File: config.mk
export PLATFORM = sky130hd
export DESIGN_NAME = lsc_clk_select
export DESIGN_NICKNAME = d
export VERILOG_FILES = /design/src/rtl/lsc_pkg.sv /design/src/rtl/lsc_regs.sv /design/src/rtl/lsc_src_mux.sv /design/src/rtl/lsc_int_div.sv /design/src/rtl/lsc_clk_select.sv
export SDC_FILE = /design/constraint.sdc
export NUM_CORES = 1
export LEC_CHECK = 0
export CAP_MARGIN = 20
export CORE_MARGIN = 1.5
export CORE_UTILIZATION = 35
export CTS_CLUSTER_DIAMETER = 100
export DETAILED_ROUTE_END_ITERATION = 7
export GPL_TIMING_DRIVEN = 0
export PLACE_DENSITY = 0.8
export SLEW_MARGIN = 20
export SYNTH_ARGS = -nofsm -noshare
export SYNTH_HDL_FRONTEND = slang
export SYNTH_HIERARCHICAL = 1
export SYNTH_SLANG_ARGS = --single-unit
File: constraint.sdc
create_clock -name clk -period 2 [get_ports clk]
set_input_delay 0.2 -clock clk [delete_from_list [all_inputs] [get_ports clk]]
set_output_delay 0.2 -clock clk [all_outputs]
set_load 0.01 [all_outputs]
File: src/rtl/lsc_pkg.sv
package lsc_pkg;
  localparam logic [15:0] LSC_KEY      = 16'h16AA;
  localparam int          OFS_CTRL     = 'h00;
  localparam int          OFS_PRESCALE = 'h08;
  localparam int          OFS_PIN_GATE = 'h60;
  localparam int          BIT_SRC      = 0;
  localparam int          BIT_EXT_EN   = 4;
  localparam int          BIT_BYPASS   = 15;

  function automatic logic key_ok(input logic [31:0] word);
    return word[31:16] == LSC_KEY;
  endfunction

  function automatic int unsigned tick_period(input int unsigned fix_div,
                                              input int unsigned n);
    return fix_div * (n + 1);
  endfunction
endpackage

File: src/rtl/lsc_regs.sv
module lsc_regs
  import lsc_pkg::*;
#(
  parameter int ADDR_W = 8,
  parameter int N_W    = 5
) (
  input  logic              clk,
  input  logic              rst_n,
  input  logic              wr_en,
  input  logic [ADDR_W-1:0] wr_addr,
  input  logic [31:0]       wr_data,
  input  logic [ADDR_W-1:0] rd_addr,
  output logic [31:0]       rd_data,
  output logic              sel_ext,
  output logic              ext_en,
  output logic              bypass,
  output logic [N_W-1:0]    pre_n,
  output logic              pin_en
);
  logic wr_ctrl, wr_pre, wr_gate, key_hit;

  assign wr_ctrl = wr_en && (wr_addr == ADDR_W'(OFS_CTRL));
  assign wr_pre  = wr_en && (wr_addr == ADDR_W'(OFS_PRESCALE));
  assign wr_gate = wr_en && (wr_addr == ADDR_W'(OFS_PIN_GATE));
  assign key_hit = key_ok(wr_data);

  always_ff @(posedge clk or negedge rst_n) begin
    if (!rst_n) begin
      sel_ext <= 1'b0;
      ext_en  <= 1'b0;
      bypass  <= 1'b0;
      pre_n   <= '0;
      pin_en  <= 1'b0;
    end else begin
      if (wr_ctrl && key_hit) begin
        sel_ext <= wr_data[BIT_SRC];
        ext_en  <= wr_data[BIT_EXT_EN];
        bypass  <= wr_data[BIT_BYPASS];
      end
      if (wr_pre)  pre_n  <= wr_data[N_W-1:0];
      if (wr_gate) pin_en <= wr_data[0];
    end
  end

  always_comb begin
    rd_data = '0;
    if (rd_addr == ADDR_W'(OFS_CTRL)) begin
      rd_data[BIT_SRC]    = sel_ext;
      rd_data[BIT_EXT_EN] = ext_en;
      rd_data[BIT_BYPASS] = bypass;
    end else if (rd_addr == ADDR_W'(OFS_PRESCALE)) begin
      rd_data[N_W-1:0] = pre_n;
    end else if (rd_addr == ADDR_W'(OFS_PIN_GATE)) begin
      rd_data[0] = pin_en;
    end
  end

  AST_KEY_GUARD: assert property (@(posedge clk) disable iff (!rst_n)
    (wr_ctrl && !key_hit) |=> $stable({sel_ext, ext_en, bypass})) else $error("key guard");
  AST_CTRL_UPPER_ZERO: assert property (@(posedge clk) disable iff (!rst_n)
    (rd_addr == ADDR_W'(OFS_CTRL)) |-> (rd_data[31:16] == 16'h0)) else $error("upper bits");
endmodule

File: src/rtl/lsc_src_mux.sv
module lsc_src_mux (
  input  logic sel_ext,
  input  logic ext_en,
  input  logic bypass,
  input  logic ext_present,
  input  logic ext_osc_stb,
  output logic use_ext,
  output logic ext_pulse
);
  // Fallback to the internal path when the crystal is missing, unless bypassed.
  assign use_ext   = sel_ext && (bypass || ext_present);
  assign ext_pulse = ext_osc_stb && ext_en;
endmodule

File: src/rtl/lsc_int_div.sv
module lsc_int_div #(
  parameter int FIX_DIV = 32,
  parameter int N_W     = 5
) (
  input  logic           clk,
  input  logic           rst_n,
  input  logic           run,
  input  logic [N_W-1:0] n,
  input  logic           stb,
  output logic           div_pulse,
  output logic           restart
);
  localparam int FW = (FIX_DIV > 1) ? $clog2(FIX_DIV) : 1;
  localparam logic [FW-1:0] FIX_LAST = FW'(FIX_DIV - 1);

  logic [FW-1:0]  fix_cnt;
  logic [N_W-1:0] prog_cnt;
  logic [N_W-1:0] n_q;
  logic           run_q;
  logic           fix_wrap;

  assign restart   = (n != n_q) || (run != run_q);
  assign fix_wrap  = (fix_cnt == FIX_LAST);
  assign div_pulse = run && !restart && stb && fix_wrap && (prog_cnt == n);

  always_ff @(posedge clk or negedge rst_n) begin
    if (!rst_n) begin
      n_q   <= '0;
      run_q <= 1'b1;
    end else begin
      n_q   <= n;
      run_q <= run;
    end
  end

  always_ff @(posedge clk or negedge rst_n) begin
    if (!rst_n) begin
      fix_cnt  <= '0;
      prog_cnt <= '0;
    end else if (restart || !run) begin
      fix_cnt  <= '0;
      prog_cnt <= '0;
    end else if (stb) begin
      if (fix_wrap) begin
        fix_cnt  <= '0;
        prog_cnt <= (prog_cnt == n) ? '0 : prog_cnt + 1'b1;
      end else begin
        fix_cnt <= fix_cnt + 1'b1;
      end
    end
  end

  AST_PROG_IN_RANGE: assert property (@(posedge clk) disable iff (!rst_n)
    !restart |-> (prog_cnt <= n)) else $error("prog range");
  AST_FIX_IN_RANGE: assert property (@(posedge clk) disable iff (!rst_n)
    fix_cnt <= FIX_LAST) else $error("fix range");
  AST_RESTART_CLEARS: assert property (@(posedge clk) disable iff (!rst_n)
    restart |=> (fix_cnt == '0 && prog_cnt == '0)) else $error("restart");
endmodule

File: src/rtl/lsc_clk_select.sv
module lsc_clk_select #(
  parameter int ADDR_W  = 8,
  parameter int FIX_DIV = 32,
  parameter int N_W     = 5
) (
  input  logic              clk,
  input  logic              rst_n,
  input  logic              wr_en,
  input  logic [ADDR_W-1:0] wr_addr,
  input  logic [31:0]       wr_data,
  input  logic [ADDR_W-1:0] rd_addr,
  output logic [31:0]       rd_data,
  input  logic              int_osc_stb,
  input  logic              ext_osc_stb,
  input  logic              ext_present,
  output logic              slow_tick,
  output logic              pin_tick,
  output logic              src_ext
);
  logic           sel_ext, ext_en, bypass, pin_en;
  logic [N_W-1:0] pre_n;
  logic           use_ext, ext_pulse, div_pulse, restart;
  logic           tick_q;

  lsc_regs #(.ADDR_W(ADDR_W), .N_W(N_W)) u_regs (
    .clk(clk), .rst_n(rst_n), .wr_en(wr_en), .wr_addr(wr_addr), .wr_data(wr_data),
    .rd_addr(rd_addr), .rd_data(rd_data), .sel_ext(sel_ext), .ext_en(ext_en),
    .bypass(bypass), .pre_n(pre_n), .pin_en(pin_en)
  );

  lsc_src_mux u_mux (
    .sel_ext(sel_ext), .ext_en(ext_en), .bypass(bypass), .ext_present(ext_present),
    .ext_osc_stb(ext_osc_stb), .use_ext(use_ext), .ext_pulse(ext_pulse)
  );

  lsc_int_div #(.FIX_DIV(FIX_DIV), .N_W(N_W)) u_div (
    .clk(clk), .rst_n(rst_n), .run(!use_ext), .n(pre_n), .stb(int_osc_stb),
    .div_pulse(div_pulse), .restart(restart)
  );

  always_ff @(posedge clk or negedge rst_n) begin
    if (!rst_n) tick_q <= 1'b0;
    else        tick_q <= use_ext ? ext_pulse : div_pulse;
  end

  assign slow_tick = tick_q;
  assign pin_tick  = tick_q && pin_en;
  assign src_ext   = use_ext;

  AST_EXT_PASS: assert property (@(posedge clk) disable iff (!rst_n)
    (use_ext && ext_osc_stb && ext_en) |=> slow_tick) else $error("ext pass");
  AST_EXT_DISABLED: assert property (@(posedge clk) disable iff (!rst_n)
    (use_ext && !ext_en) |=> !slow_tick) else $error("ext disabled");
  AST_FALLBACK: assert property (@(posedge clk) disable iff (!rst_n)
    (sel_ext && !bypass && !ext_present) |-> !src_ext) else $error("fallback");
  AST_BYPASS_HOLD: assert property (@(posedge clk) disable iff (!rst_n)
    (sel_ext && bypass) |-> src_ext) else $error("bypass");
  AST_PIN_QUIET: assert property (@(posedge clk) disable iff (!rst_n)
    pin_tick |-> slow_tick) else $error("pin gate");
endmodule

Word-level counts from Yosys, hierarchy flattened
Index checks and enable logic that the tools add are counted.

storage, ports and cells
  register bits after elaboration = 26
  input port bits = 54
  output and inout port bits = 35
  word-level logic and storage cells = 57

operators by class
  $add $sub $neg = 2
  equality and inequality tests = 9
  muxes and demuxes = 15
  reductions and logical operators = 21

operators with widths
  operator                count
  $mux W5                 7
  $eq A16 B13 Y1 const B  1
  $eq A8 B4 Y1 const B    2
  $eq A8 B7 Y1 const B    2
  $logic_not A8 Y1        2
  $logic_and A1 B1 Y1     11
  $add A5 B1 Y5 const B   2
  $mux W1                 6
  $eq A5 B5 Y1            1
  $eq A5 B5 Y1 const B    1
  $ne A5 B5 Y1            1
  $mux W4                 1
  $reduce_bool A2 Y1      2
  $logic_or A1 B1 Y1      3
  $mux W3                 1
  $logic_not A1 Y1        2
  $reduce_and A2 Y1       1
  $ne A1 B1 Y1            1

Longest topological paths before layout
Gate-level depths: netlist of the first run.

  depth in word-level cells = 11
  depth in mapped cells = 8
  depth with buffers taken out = 7

By module
Netlist of the first run, hierarchy kept.

by module, submodules not included
  module          instances  cells an instance  area an instance (µm²)  seq. area each (µm²)
  lsc_int_div     1          75                 842.1                   401.6
  lsc_regs        1          73                 739.5                   225.2
  lsc_clk_select  1          4                  50.0                    25.0
  lsc_src_mux     1          2                  13.8                    0.0

Worst setup path after synthesis of the first run
OpenSTA, ideal clock, no wires.

  kind = flip-flop to flip-flop
  start = reg u_div.fix_cnt[0]
  end = reg tick_q (netlist: slow_tick)
  library setup time = 125 ps
  data arrival time = 1,662 ps
  required time = 1,875 ps
  setup slack = 213 ps
  stages on the path, launching flop included = 9
  buffers on the path = 1
  clock period less this slack = 1,787 ps
  cells stage by stage = dfrtp_1 -> ha_1 -> and3_1 -> ha_1 -> and2_1 -> buf_2 -> nand3_1 -> nor3_2 -> mux2_4

between the ends
  longest elaborated chain between the ends = 4

ends and longest elaborated chain
  element                           line                  text
  start, declared                   lsc_int_div.sv:16     logic [FW-1:0] fix_cnt;
  start signal, assigned            lsc_int_div.sv:48     fix_cnt <= fix_cnt + 1'b1;
  $eq A5 B5 Y1                      lsc_int_div.sv:23     assign fix_wrap = (fix_cnt == FIX_LAST);
  $logic_and A1 B1 Y1 (2 in a row)  lsc_int_div.sv:24     assign div_pulse = run && !restart && stb && fix_wrap && (prog_cnt == n);
  via div_pulse                     lsc_clk_select.sv:22  logic use_ext, ext_pulse, div_pulse, restart;
  $mux W1                           lsc_clk_select.sv:43  else tick_q <= use_ext ? ext_pulse : div_pulse;
  end signal, assigned              lsc_clk_select.sv:43
  end, declared                     lsc_clk_select.sv:23  logic tick_q;

The timed path passes the listed nets, and every way through them passes these cells.
A chain may end at the register's enable or synchronous reset.

Worst setup path after layout of the first run
Ends and elaborated chain as after synthesis.

==> flow_summary_export.csv, run 1 <==
group,metric,value,unit
run_status,status,"complete, no violations",
setup_path,path_max_fanout,6,
min_path,hp-class,"in2async",
placed_design,dp_slack,-0.287,ns
layout,design_area,2390,sq um
die,fp.coreArea,4410,sq um
setup_path,worstPathCellList,"ha_1 > and3_1 > ha_2 > and2_1 > buf_2 > nand3_1 > nor3_2 > mux2_4",
pwr,ir_drop,0.285,mV
timing,finalSetupViolations,0,
timing,tightest_slew,0.568,ns
timing,clock_skew,0.00240,ns
setup_path,start_kind,"flop",
die,die_h,71.3,um
global_route,overflow,0,
cts,cts_tree,"built",
route,drtIter0Drc,43,
cts,htreeDepth,1,
timing,clock.fmax,534,MHz
timing,finalCriticalPeriod,1.87,ns
placed_design,portBuffers,52,
global_route,grt_max_degree,27,
die,die-width,71.3,um
timing,relSlewSlack,62.2,%
pwr,p_leak,1.21,nW
placed_design,dpl_cell_area,2300,sq um
setup_path,ff2ff_path_depth,8,
setup_path,rrSetupSlack,0.13,ns
placed_design,dpl.cell_count,281,
route,wirelength,3330,um
cts,cts_made_buffers,3,
layout,drive_above_1_share,23.4,%
die,initial_core_util,36.9,%
die,rows,24,
cts,clk_latency,0.27,ns
logic_synthesis,syn_inst,152,
timing,rsz0062_at_grt,"true",
placed_design,gp_congestion,0.764,
global_route,grt_util_all_layers,13.6,%
timing,hold_violations,0,
global_route,first_global_vias,1187,
setup_path,rr_startpoint,"u_div/fix_cnt[0]$_DFFE_PN0P_",
layout,instances_no_fill,287,
timing,fin_crit_sh,93.6,%
route,drtAntennaViolNets,0,
layout,fill_cells,398,
setup_path,slowest_stage,"dfrtp_1",
setup_path,r2r_end,"slow_tick$_DFF_PN0_",
setup_path,critPathKind,"reg2reg",
logic_synthesis,avgSynthCellArea,10.7,sq um
die,dieArea,5080,sq um
setup_path,path_buf_inv,1,
global_route,grt_pass1_wl,5510,um
timing,fin_ws,0.127,ns
logic_synthesis,synth_area,1630,sq um
setup_path,crit_family,"simple AND/OR/NAND/NOR gates",
layout,antenna_cells,0,
layout,postLayoutCoreUtil,54.1,%
layout,area_delta_synth_final,46.4,%
timing,timing.hold.ws,0.453,ns
cts,ctsRootBufferMaster,"clkbuf_8",
route,vias,1287,
cts,cts.reportedPaths.clkPinSlew,0.09,ns
timing,final-max-slew-violation-count,0,
route,first_pass_iters,4,
pwr,power,1.27,mW
setup_path,end_kind,"flop",
setup_path,max_stage_delay,0.42,ns
cts,clock_sinks,26,
global_route,antenna_found_initial,0,
setup_path,cp.required,2.16,ns
run,timing.max_cap.violations,0,
die,ioPinCount,89,
timing,totalNegativeSetupSlack,0,ns
route,viasPerCell,4.48,
logic_synthesis,yosysWarnings,6,
cts,cts_buffer_depth,2,
layout,fin_nets,293,
route,remaining_drc_errors,0,
route,wl_per_cell,11.6,um
placed_design,hpwl,2700,um
setup_path,worst-endpoint-arrival,2.03,ns
pwr,cellPowerDensity,531,nW/um^2
[routing by layer]
| metal | GRT usage [%] | vias up | share of wire (%) |
|---|---|---|---|
| li1 | - | 643 | - |
| met1 | 17.4 | 598 | 42 |
| met2 | 23.3 | 42 | 51 |
| met3 | 1.27 | 4 | 4.9 |
| met4 | 6.29 | 0 | 1.7 |
| met5 | 0 | - | 0 |
[flip-flops by register name, indices dropped and copies added (netlist names), 5 cells and up]
register        cells
u_div/fix_cnt       5
u_div/n_q           5
u_div/prog_cnt      5
u_regs/pre_n        5
[how the worst max path moves through the flow]
stage | start | to | depth (start not counted)
final | u_div/fix_cnt[0]$_DFFE_PN0P_ | slow_tick$_DFF_PN0_ | 8
after global routing | u_div/fix_cnt[0]$_DFFE_PN0P_ | u_div/prog_cnt[2]$_DFFE_PN0P_ | 8
after CTS | u_regs/pre_n[0]$_DFFE_PN0P_ | rd_data[0] | 4
after detailed placement | rd_addr[1] | rd_data[15] | 6
after global placement | rd_addr[1] | rd_data[1] | 6
after floorplan | u_div/fix_cnt[0]$_DFFE_PN0P_ | slow_tick$_DFF_PN0_ | 8
[layout make-up]
cell class | instances | area (sq um) | area share (%)
Timing Repair Buffer | 54 | 528 | 22.1
Inverter | 3 | 11.3 | 0.472
Buffer | 28 | 211 | 8.86
Clock buffer | 4 | 55.1 | 2.31
Tap cell | 52 | 65.1 | 2.73
Multi-Input combinational cell | 120 | 863 | 36.2
Sequential cell | 26 | 653 | 27.4
[power breakdown]
part | internal, mW | switching, mW
sequential | 0.569 | 0.0396
clock | 0.176 | 0.158
combinational | 0.186 | 0.138
total | 0.931 | 0.336
[cells in the final DEF, fill, tap and decap left out, drive strengths merged, types with 2 or more instances in the layout]
master and count:
nor4 2, ha 3, nand2 4, nand4 2, dlygate4sd2 6, nor4bb 2
nor2b 2, nand4b 2, clkbuf 4, and3 4, xor2 6, nor3 10
nand3 7, o21ai 2, dfrtp 25, xnor2 8, mux2i 6, nor2 9
and2 3, buf 30, mux2 10, inv 3, a21oi 3, clkdlybuf4s50 44
nor4b 4, conb 26
[what timing repair did]
action	4_1_cts	5_1_grt
gates resized for setup	9	2
endpoints found under the hold margin	25	0
buffers inserted	0	1
endpoints found under the setup margin	5	6
hold buffers	1	0
Power figures use the tool's default switching activity.
==> run 2, diff against run 1 <==
Settings changed: CTS_CLUSTER_DIAMETER 100 to unset.
==> results of run 2 <==
The final DEF is identical to that of run 1; final timing and power are the same.
